**src/rtl/gac_pkg.sv**
```systemverilog
package gac_pkg;

  typedef enum logic [1:0] {
    MD_NSC = 2'd0,
    MD_SSC = 2'd1,
    MD_ESC = 2'd2,
    MD_EXP = 2'd3
  } mode_e;

  typedef enum logic [1:0] {
    OC_INT = 2'd0,
    OC_EXT = 2'd1,
    OC_IGN = 2'd2,
    OC_RST = 2'd3
  } outcome_e;

  // Window indices 0..3 match the on-chip windows in the decoder.
  typedef enum logic [2:0] {
    RG_REG   = 3'd0,
    RG_RAM   = 3'd1,
    RG_EE    = 3'd2,
    RG_FLASH = 3'd3,
    RG_EXT   = 3'd4,
    RG_GAP   = 3'd5
  } region_e;

  typedef struct packed {
    region_e region;
    logic    at_top;
  } decode_t;

  typedef struct packed {
    outcome_e oc;
    logic     undef;
  } verdict_t;

endpackage

```
**src/rtl/gac_region_decode.sv**
```systemverilog
module gac_region_decode
  import gac_pkg::*;
#(
  parameter int unsigned AW          = 23,
  parameter int unsigned REG_BYTES   = 2048,
  parameter int unsigned RAM_BYTES   = 32768,
  parameter int unsigned RAM_TOP     = 32'h0F_FFFF,
  parameter int unsigned EE_BYTES    = 4096,
  parameter int unsigned EE_TOP      = 32'h13_FFFF,
  parameter int unsigned FLASH_BYTES = 524288,
  parameter int unsigned FLASH_TOP   = 32'h7F_FFFF,
  parameter int unsigned LOW_EXT_TOP = 32'h13_FFFF,
  parameter int unsigned GAP_TOP     = 32'h1F_FFFF
) (
  input  logic [AW-1:0] addr,
  output decode_t       dec
);

  localparam int unsigned NWIN = 4;

  localparam logic [AW-1:0] WIN_LO [NWIN] = '{
    AW'(0),
    AW'(RAM_TOP - RAM_BYTES + 1),
    AW'(EE_TOP - EE_BYTES + 1),
    AW'(FLASH_TOP - FLASH_BYTES + 1)
  };

  localparam logic [AW-1:0] WIN_SZ [NWIN] = '{
    AW'(REG_BYTES), AW'(RAM_BYTES), AW'(EE_BYTES), AW'(FLASH_BYTES)
  };

  logic [NWIN-1:0] hit;
  logic [NWIN-1:0] top;

  // Offset-and-compare per window: one subtractor and one comparator each.
  for (genvar i = 0; i < NWIN; i++) begin : g_win
    logic [AW-1:0] off;
    assign off    = addr - WIN_LO[i];
    assign hit[i] = off < WIN_SZ[i];
    assign top[i] = off == (WIN_SZ[i] - AW'(1));
  end

  always_comb begin
    if (addr <= AW'(LOW_EXT_TOP))  dec.region = RG_EXT;
    else if (addr <= AW'(GAP_TOP)) dec.region = RG_GAP;
    else                           dec.region = RG_EXT;
    dec.at_top = 1'b0;
    for (int i = 0; i < NWIN; i++) begin
      if (hit[i]) begin
        dec.region = region_e'(3'(i));
        dec.at_top = top[i];
      end
    end
  end

endmodule

```
**config.mk**
```make
export PLATFORM = sky130hd
export DESIGN_NAME = gac_region_decode
export DESIGN_NICKNAME = d
export VERILOG_FILES = /design/src/rtl/gac_pkg.sv /design/src/rtl/gac_region_decode.sv
export SDC_FILE = /design/constraint.sdc
export NUM_CORES = 1
export LEC_CHECK = 0
export CELL_PAD_IN_SITES_DETAIL_PLACEMENT = 1
export CELL_PAD_IN_SITES_GLOBAL_PLACEMENT = 1
export CORE_MARGIN = 5
export CORE_UTILIZATION = 33
export DETAILED_ROUTE_END_ITERATION = 6
export PLACE_DENSITY = 0.86
export SYNTH_ARGS = -nofsm -noshare
export SYNTH_HDL_FRONTEND = slang
export SYNTH_SLANG_ARGS = --single-unit
```
**constraint.sdc**
```tcl
create_clock -name vclk -period 3.5
set_input_delay 0.7 -clock vclk [all_inputs]
set_output_delay 0.7 -clock vclk [all_outputs]
set_load 0.01 [all_outputs]
```
==> summary.txt, run 1 <==
Final layout
  – Fin nets: ~190
  – Layout fillers: 274
  – Number of antenna diodes: 0
  – Storage cell area: 0 sq um
  – Syn-to-layout area delta: 69.68%
  – Seq Cell Count: 0
  – Clkbuf count: 0
  – Share of layout cells above drive strength 1: between 30 and 40%
  – Final Core Density: a little under three fifths
  – Fin cells: about 180

Worst setup path
  – Total number of cells along the worst setup path: 9
  – Worst Setup End Kind: primary output
  – Cell family with most CP delay: buffers and inverters
  – Setup CP Type: in2out
  – Crit path required time: approximately 2.8 ns
  – Worst Path Max Fanout: 8
  – Worst Setup Start Kind: input pin
  – Critical Path, Cell by Cell: clkdlybuf4s50_1, buf_6, and3_4, a211oi_2, nor4bb_1, o2111a_2, buf_4, or2_2, clkdlybuf4s15_2
  – Slowest stage delay, CP: approximately 0.46 ns
  – CP Launch Point: addr[14]
  – Worst Path Buf+Inv: 4
  – Setup crit end: dec[2]
  – WP data arrival: approximately 2.7 ns
  – Worst path slowest cell: clkdlybuf4s50_1

Pwr
  – Peak VDD IR: roughly 0.000054 V
  – Leakage: 0.5680 nW
  – PwrDens: about 95 mW/mm^2

GRT
  – Via count of the first global-routing pass: 1,098
  – First-pass GRT wire length: between 5000 and 6000 um
  – GRT Resource Usage Total: around a fifth
  – Largest net degree at the start of global routing: 13
  – GRT Residual Overflow: 0
  – Initial antenna violation count: 0

Flow run
  – Max_cap viols: 0

Synthesis
  – Sequential element share of the synthesized area: 0%
  – Post-Syn Area: ~730 sq um
  – Synth Net Count: approximately 140
  – Ys Warns: 0
  – Post-synth cell types: between 40 and 50
  – Post-Syn Area per Cell: ~7.2 sq um
  – Gate Count Post-Synth: ~100

Routing
  – Final WL: 3004 um
  – Residual DRC: 0
  – Vias per std cell: about 5.6
  – Post-route ant nets: 0
  – Number of DRC markers in iteration 0: 19
  – First-pass DRT Iterations: 4
  – Routed vias: 1,000
  – Wire per inst: 16.78 um

Floorplanning
  – Die area: between 0.003 and 0.004 sq mm
  – Initial Utilization: between 30% and 40%
  – Io pins: 27
  – Core Area: ~0.0022 sq mm
  – Standard-cell rows: 17
  – Die Wd: ~57 um
  – Die Ht: approximately 57 um

Timing
  – Hold Slack: 2.184 ns
  – RSZ-0062 raised after global routing: false
  – Final min period: ~3.4 ns
  – Final Cycle Share: between 90% and 100%
  – Worst Tran Pin Value: around 0.44 ns
  – Max transition margin: between 70% and 80%
  – Final setup fails: 0
  – TNS Setup: 0 ns
  – Final hold violation count: 0
  – Max Clock Freq: slightly below 300 MHz
  – Max Transition Viols Final: 0
  – Setup slack after layout: 0.06334 ns

Min path
  – Hold Crit Class: in2out

Status
  – Status: finished clean

Placement
  – RD Place Congestion: about 0.87
  – Post-DP HPWL: about 2500 um
  – Placed Cells: 178
  – Port buffer count: 27
  – Pre-CTS setup slack: -0.4472 ns

CTS
  – Hold_buf cts: 0
-- cells in the final DEF, fill, tap and decap left out, drive strengths merged, types with 3 or more instances in the layout --
cell type,n
ha,10
a21oi,3
clkdlybuf4s50,16
inv,7
nand4,9
nand3,7
dlygate4sd2,5
a31oi,3
and3,5
nor2,9
nand2,5
buf,30
-- synthesized netlist by cell type (all sizes together), types with 2 or more instances --
master / n / area, sq um
nand4: 9 / 56.30
nand2: 5 / 18.77
xor2: 2 / 17.52
or3: 2 / 12.51
nor3: 2 / 10.01
a21o: 2 / 16.27
inv: 7 / 26.28
o21ai: 2 / 10.01
nor3b: 2 / 15.01
nor4bb: 2 / 20.02
nor4: 2 / 12.51
nor2: 9 / 33.78
and4b: 2 / 22.52
nand3: 7 / 35.03
and3: 5 / 42.54
a21oi: 3 / 15.01
a211oi: 2 / 20.02
a31oi: 3 / 33.78
ha: 10 / 125.1
buf: 7 / 47.54
o21a: 2 / 15.01
-- tightest hold or removal path, stage by stage --
cell and delay, ns:
clkdlybuf4s50_1 0.40, nand3_1 0.08, nor3_1 0.08, o31a_1 0.11, clkbuf_2 0.12
-- worst min-delay path by stage --
stage	to	slack [ns]	cells after the start	startpoint
2_1_floorplan	dec[1]	1.61	3	addr[21]
3_3_place_gp	dec[0]	2.52	5	addr[2]
3_5_place_dp	dec[0]	2.53	5	addr[6]
4_1_cts	dec[0]	2.34	5	addr[6]
5_1_grt	dec[0]	2.24	5	addr[2]
6_report	dec[0]	2.18	5	addr[2]
-- repair_timing --
| action | CTS | global route |
|---|---|---|
| setup buffers | 1 | 0 |
| resized for setup | 18 | 10 |
| gates cloned | 0 | 0 |
| setup endpoints to repair | 4 | 4 |
| pin swaps | 5 | 4 |
-- metrics by stage --
stage | total power, mW | instance area (sq um)
after CTS | 0.1167 | 1229
after global placement | 0.1105 | 1206
after global routing | 0.1292 | 1246
after floorplan | 0.04775 | 734.5
after detailed placement | 0.1170 | 1206
final | 0.1184 | 1246
-- kinds of logic after synthesis --
family | count (synthesis) | share of synthesized area (%)
AO/OA/AOI/OAI | 22 | 24.87
adder cells (fa/ha/maj) | 10 | 17.04
buffers and inverters | 15 | 10.56
multiplexers | 1 | 1.363
AND/OR/NAND/NOR | 51 | 42.59
XOR/XNOR | 3 | 3.578
-- where the power goes --
| part | internal (mW) | switching, mW | total (mW) |
|---|---|---|---|
| clock network | 0 | 0 | 0 |
| registers | 0 | 0 | 0 |
| logic | 0.0637 | 0.0548 | 0.118 |
| total | 0.0637 | 0.0548 | 0.118 |
-- area by class of cell --
type               count  area, sq um  area share [%]
repair buffers        57        489.2           39.26
inverters              7        26.28           2.108
multi-input cells     87        695.7           55.82
well taps             28        35.03           2.811
-- metal layers --
layer  GRT usage [%]  up-vias  part of all wire [%]
met1           21.90      488                    43
met2           38.83       21                    53
met5               0        -                     0
met3           1.810        2                   2.9
li1                -      489                     -
met4           2.980        0                  0.97
No activity file was read; power rests on OpenSTA's default activity.
==> run 2, diff against run 1 <==
--- a/config.mk
+++ b/config.mk
@@ -5,12 +5,14 @@
 export SDC_FILE = /design/constraint.sdc
 export NUM_CORES = 1
 export LEC_CHECK = 0
+export ABC_AREA = 0
 export CELL_PAD_IN_SITES_DETAIL_PLACEMENT = 1
 export CELL_PAD_IN_SITES_GLOBAL_PLACEMENT = 1
 export CORE_MARGIN = 5
 export CORE_UTILIZATION = 33
 export DETAILED_ROUTE_END_ITERATION = 6
 export PLACE_DENSITY = 0.86
+export SETUP_SLACK_MARGIN = 0.4
 export SYNTH_ARGS = -nofsm -noshare
 export SYNTH_HDL_FRONTEND = slang
 export SYNTH_SLANG_ARGS = --single-unit
==> summary.txt, run 2 (synthesis results as in run 1) <==
Routing
  – Wire per inst: 20.86 um (+24%)
  – Routed vias: 1,101 (+10%)
  – Residual DRC: 0 (unchanged)
  – Number of DRC markers in iteration 0: 20 (+1)
  – First-pass DRT Iterations: 4 (unchanged)
  – Post-route ant nets: 0 (unchanged)
  – Vias per std cell: 5.984 (+7.1%)
  – Final WL: 3839 um (+28%)

Final layout
  – Syn-to-layout area delta: 94.55%
  – Most frequent cells in the layout: buf_4 (30), clkdlybuf4s50_1 (12), nand4_1 (9)
  – Clkbuf count: 0 (unchanged)
  – Fin nets: 191 (+2.7%)
  – Most common cell after layout, fill and taps aside: buf_4
  – Cell area after layout: 0.001429 sq mm (+15%)
  – Storage cell area: 0 sq um (unchanged)
  – Seq Cell Count: 0 (unchanged)
  – Final Core Density: 65.86% (+8.4 points)
  – Number of antenna diodes: 0 (unchanged)
  – Fin cells: 184 (+2.8%)
  – Share of layout cells above drive strength 1: 51.28% (+18 points)

Floorplanning
  – Die area: 0.003269 sq mm (unchanged)
  – Initial Utilization: 33.85% (unchanged)
  – Standard-cell rows: 17 (unchanged)
  – Die Wd: 57.18 um (unchanged)
  – Die Ht: 57.18 um (unchanged)
  – Core Area: 0.002170 sq mm (unchanged)
  – Io pins: 27 (unchanged)

Timing
  – Final Cycle Share: 89.67% (-8.5 points)
  – TNS Setup: 0 ns (unchanged)
  – Hold Slack: 2.157 ns (-0.02729 ns)
  – Worst Tran Pin Value: 0.3859 ns (-0.05285 ns)
  – Max Transition Viols Final: 0 (unchanged)
  – RSZ-0062 raised after global routing: true
  – Setup slack after layout: 0.3615 ns (+0.2981 ns)
  – Final min period: 3.139 ns (-0.2981 ns)
  – Final hold violation count: 0 (unchanged)
  – Final setup fails: 0 (unchanged)
  – Max Clock Freq: 318.6 MHz (+9.5%)
  – Max transition margin: 74.07% (+3.6 points)

Placement
  – Port buffer count: 27 (unchanged)
  – Pre-CTS setup slack: -0.5687 ns (-0.1215 ns)
  – RD Place Congestion: 0.9037 (+4.3%)
  – Post-DP HPWL: 2622 um (+4.4%)
  – Post-DP Area: 0.001204 sq mm (-0.21%)
  – Placed Cells: 176 (-1.1%)

GRT
  – Met3 usage: 3.167% (+1.4 points)
  – GRT Residual Overflow: 0 (unchanged)
  – Via count of the first global-routing pass: 1,193 (+8.7%)
  – GRT Resource Usage Total: 23.67% (+4.4 points)
  – Largest net degree at the start of global routing: 12 (-1)
  – Routing usage on met1: 24.63% (+2.7 points)
  – Initial antenna violation count: 0 (unchanged)
  – First-pass GRT wire length: 6072 um (+18%)
  – Met2 Track Usage GR: 45.84% (+7.0 points)
  – Global route hottest layer: met2

Min path
  – Hold Path Origin: addr[13]
  – Hold EP: dec[3]
  – Hold Crit Class: in2out
  – Hold Crit Depth: 7 (+2)

Pwr
  – Leakage: 0.6152 nW (+8.3%)
  – Total power: 0.1448 mW (+22%)
  – PwrDens: 101.4 mW/mm^2 (+6.7%)
  – Peak VDD IR: 0.00007188 V (+34%)

Worst setup path
  – WP data arrival: 2.44 ns (-0.30 ns)
  – Worst Setup Start Kind: input pin
  – Setup CP Type: in2out
  – Crit path required time: 2.80 ns (about the same)
  – Worst Setup End Kind: primary output
  – Worst Path Max Fanout: 6 (-2)

CTS
  – Hold_buf cts: 0 (unchanged)

Flow run
  – Max_cap viols: 0 (unchanged)

Status
  – Status: finished clean
==> run 2: cell types whose count changed in the layout (fill, tap and decap cells not counted), sizes merged <==
cell | before | now
buf | 30 | 48
clkbuf | 2 | 0
clkdlybuf4s15 | 2 | 0
clkdlybuf4s50 | 16 | 12
dlygate4sd2 | 5 | 2
dlymetal6s2s | 2 | 0
==> run 2: routing by layer <==
layer,vias to the layer above,share of wire (%)
met5,-,0
met4,0,5.4
met3,16,6.2
met2,56,52
met1,533,36
li1,496,-
==> run 2: power by group <==
part / internal (mW) / switching, mW / leakage [nW]
Clock: 0 / 0 / 0
Sequential: 0 / 0 / 0
Combinational: 0.0775 / 0.0673 / 0.615
Total: 0.0775 / 0.0673 / 0.615
==> run 2: how the worst max path moves through the flow <==
stage / to / startpoint
final: dec[0] / addr[16]
after global routing: dec[0] / addr[15]
after CTS: dec[0] / addr[12]
after detailed placement: dec[0] / addr[12]
after global placement: dec[0] / addr[12]
after floorplan: dec[0] / addr[19]
==> run 2: critical path, cell delays in order <==
cell	delay, ns
buf_4	0.14
and3_4	0.19
buf_12	0.13
a211oi_2	0.23
nor4bb_1	0.09
o2111a_2	0.27
buf_6	0.11
o21a_1	0.18
o31a_1	0.25
buf_2	0.14
==> run 2: layout make-up <==
| class | count | area (sq um) |
|---|---|---|
| Multi-Input combinational cell | 87 | 812.0 |
| Fill cell | 263 | 740.7 |
| Timing Repair Buffer | 62 | 553.0 |
| Tap cell | 28 | 35.03 |
| Inverter | 7 | 28.78 |
==> run 2: what timing repair did <==
action                     CTS  global route
resized for setup           93            13
setup buffers                8             0
setup endpoints to repair    4             4
pin swaps                   16            14
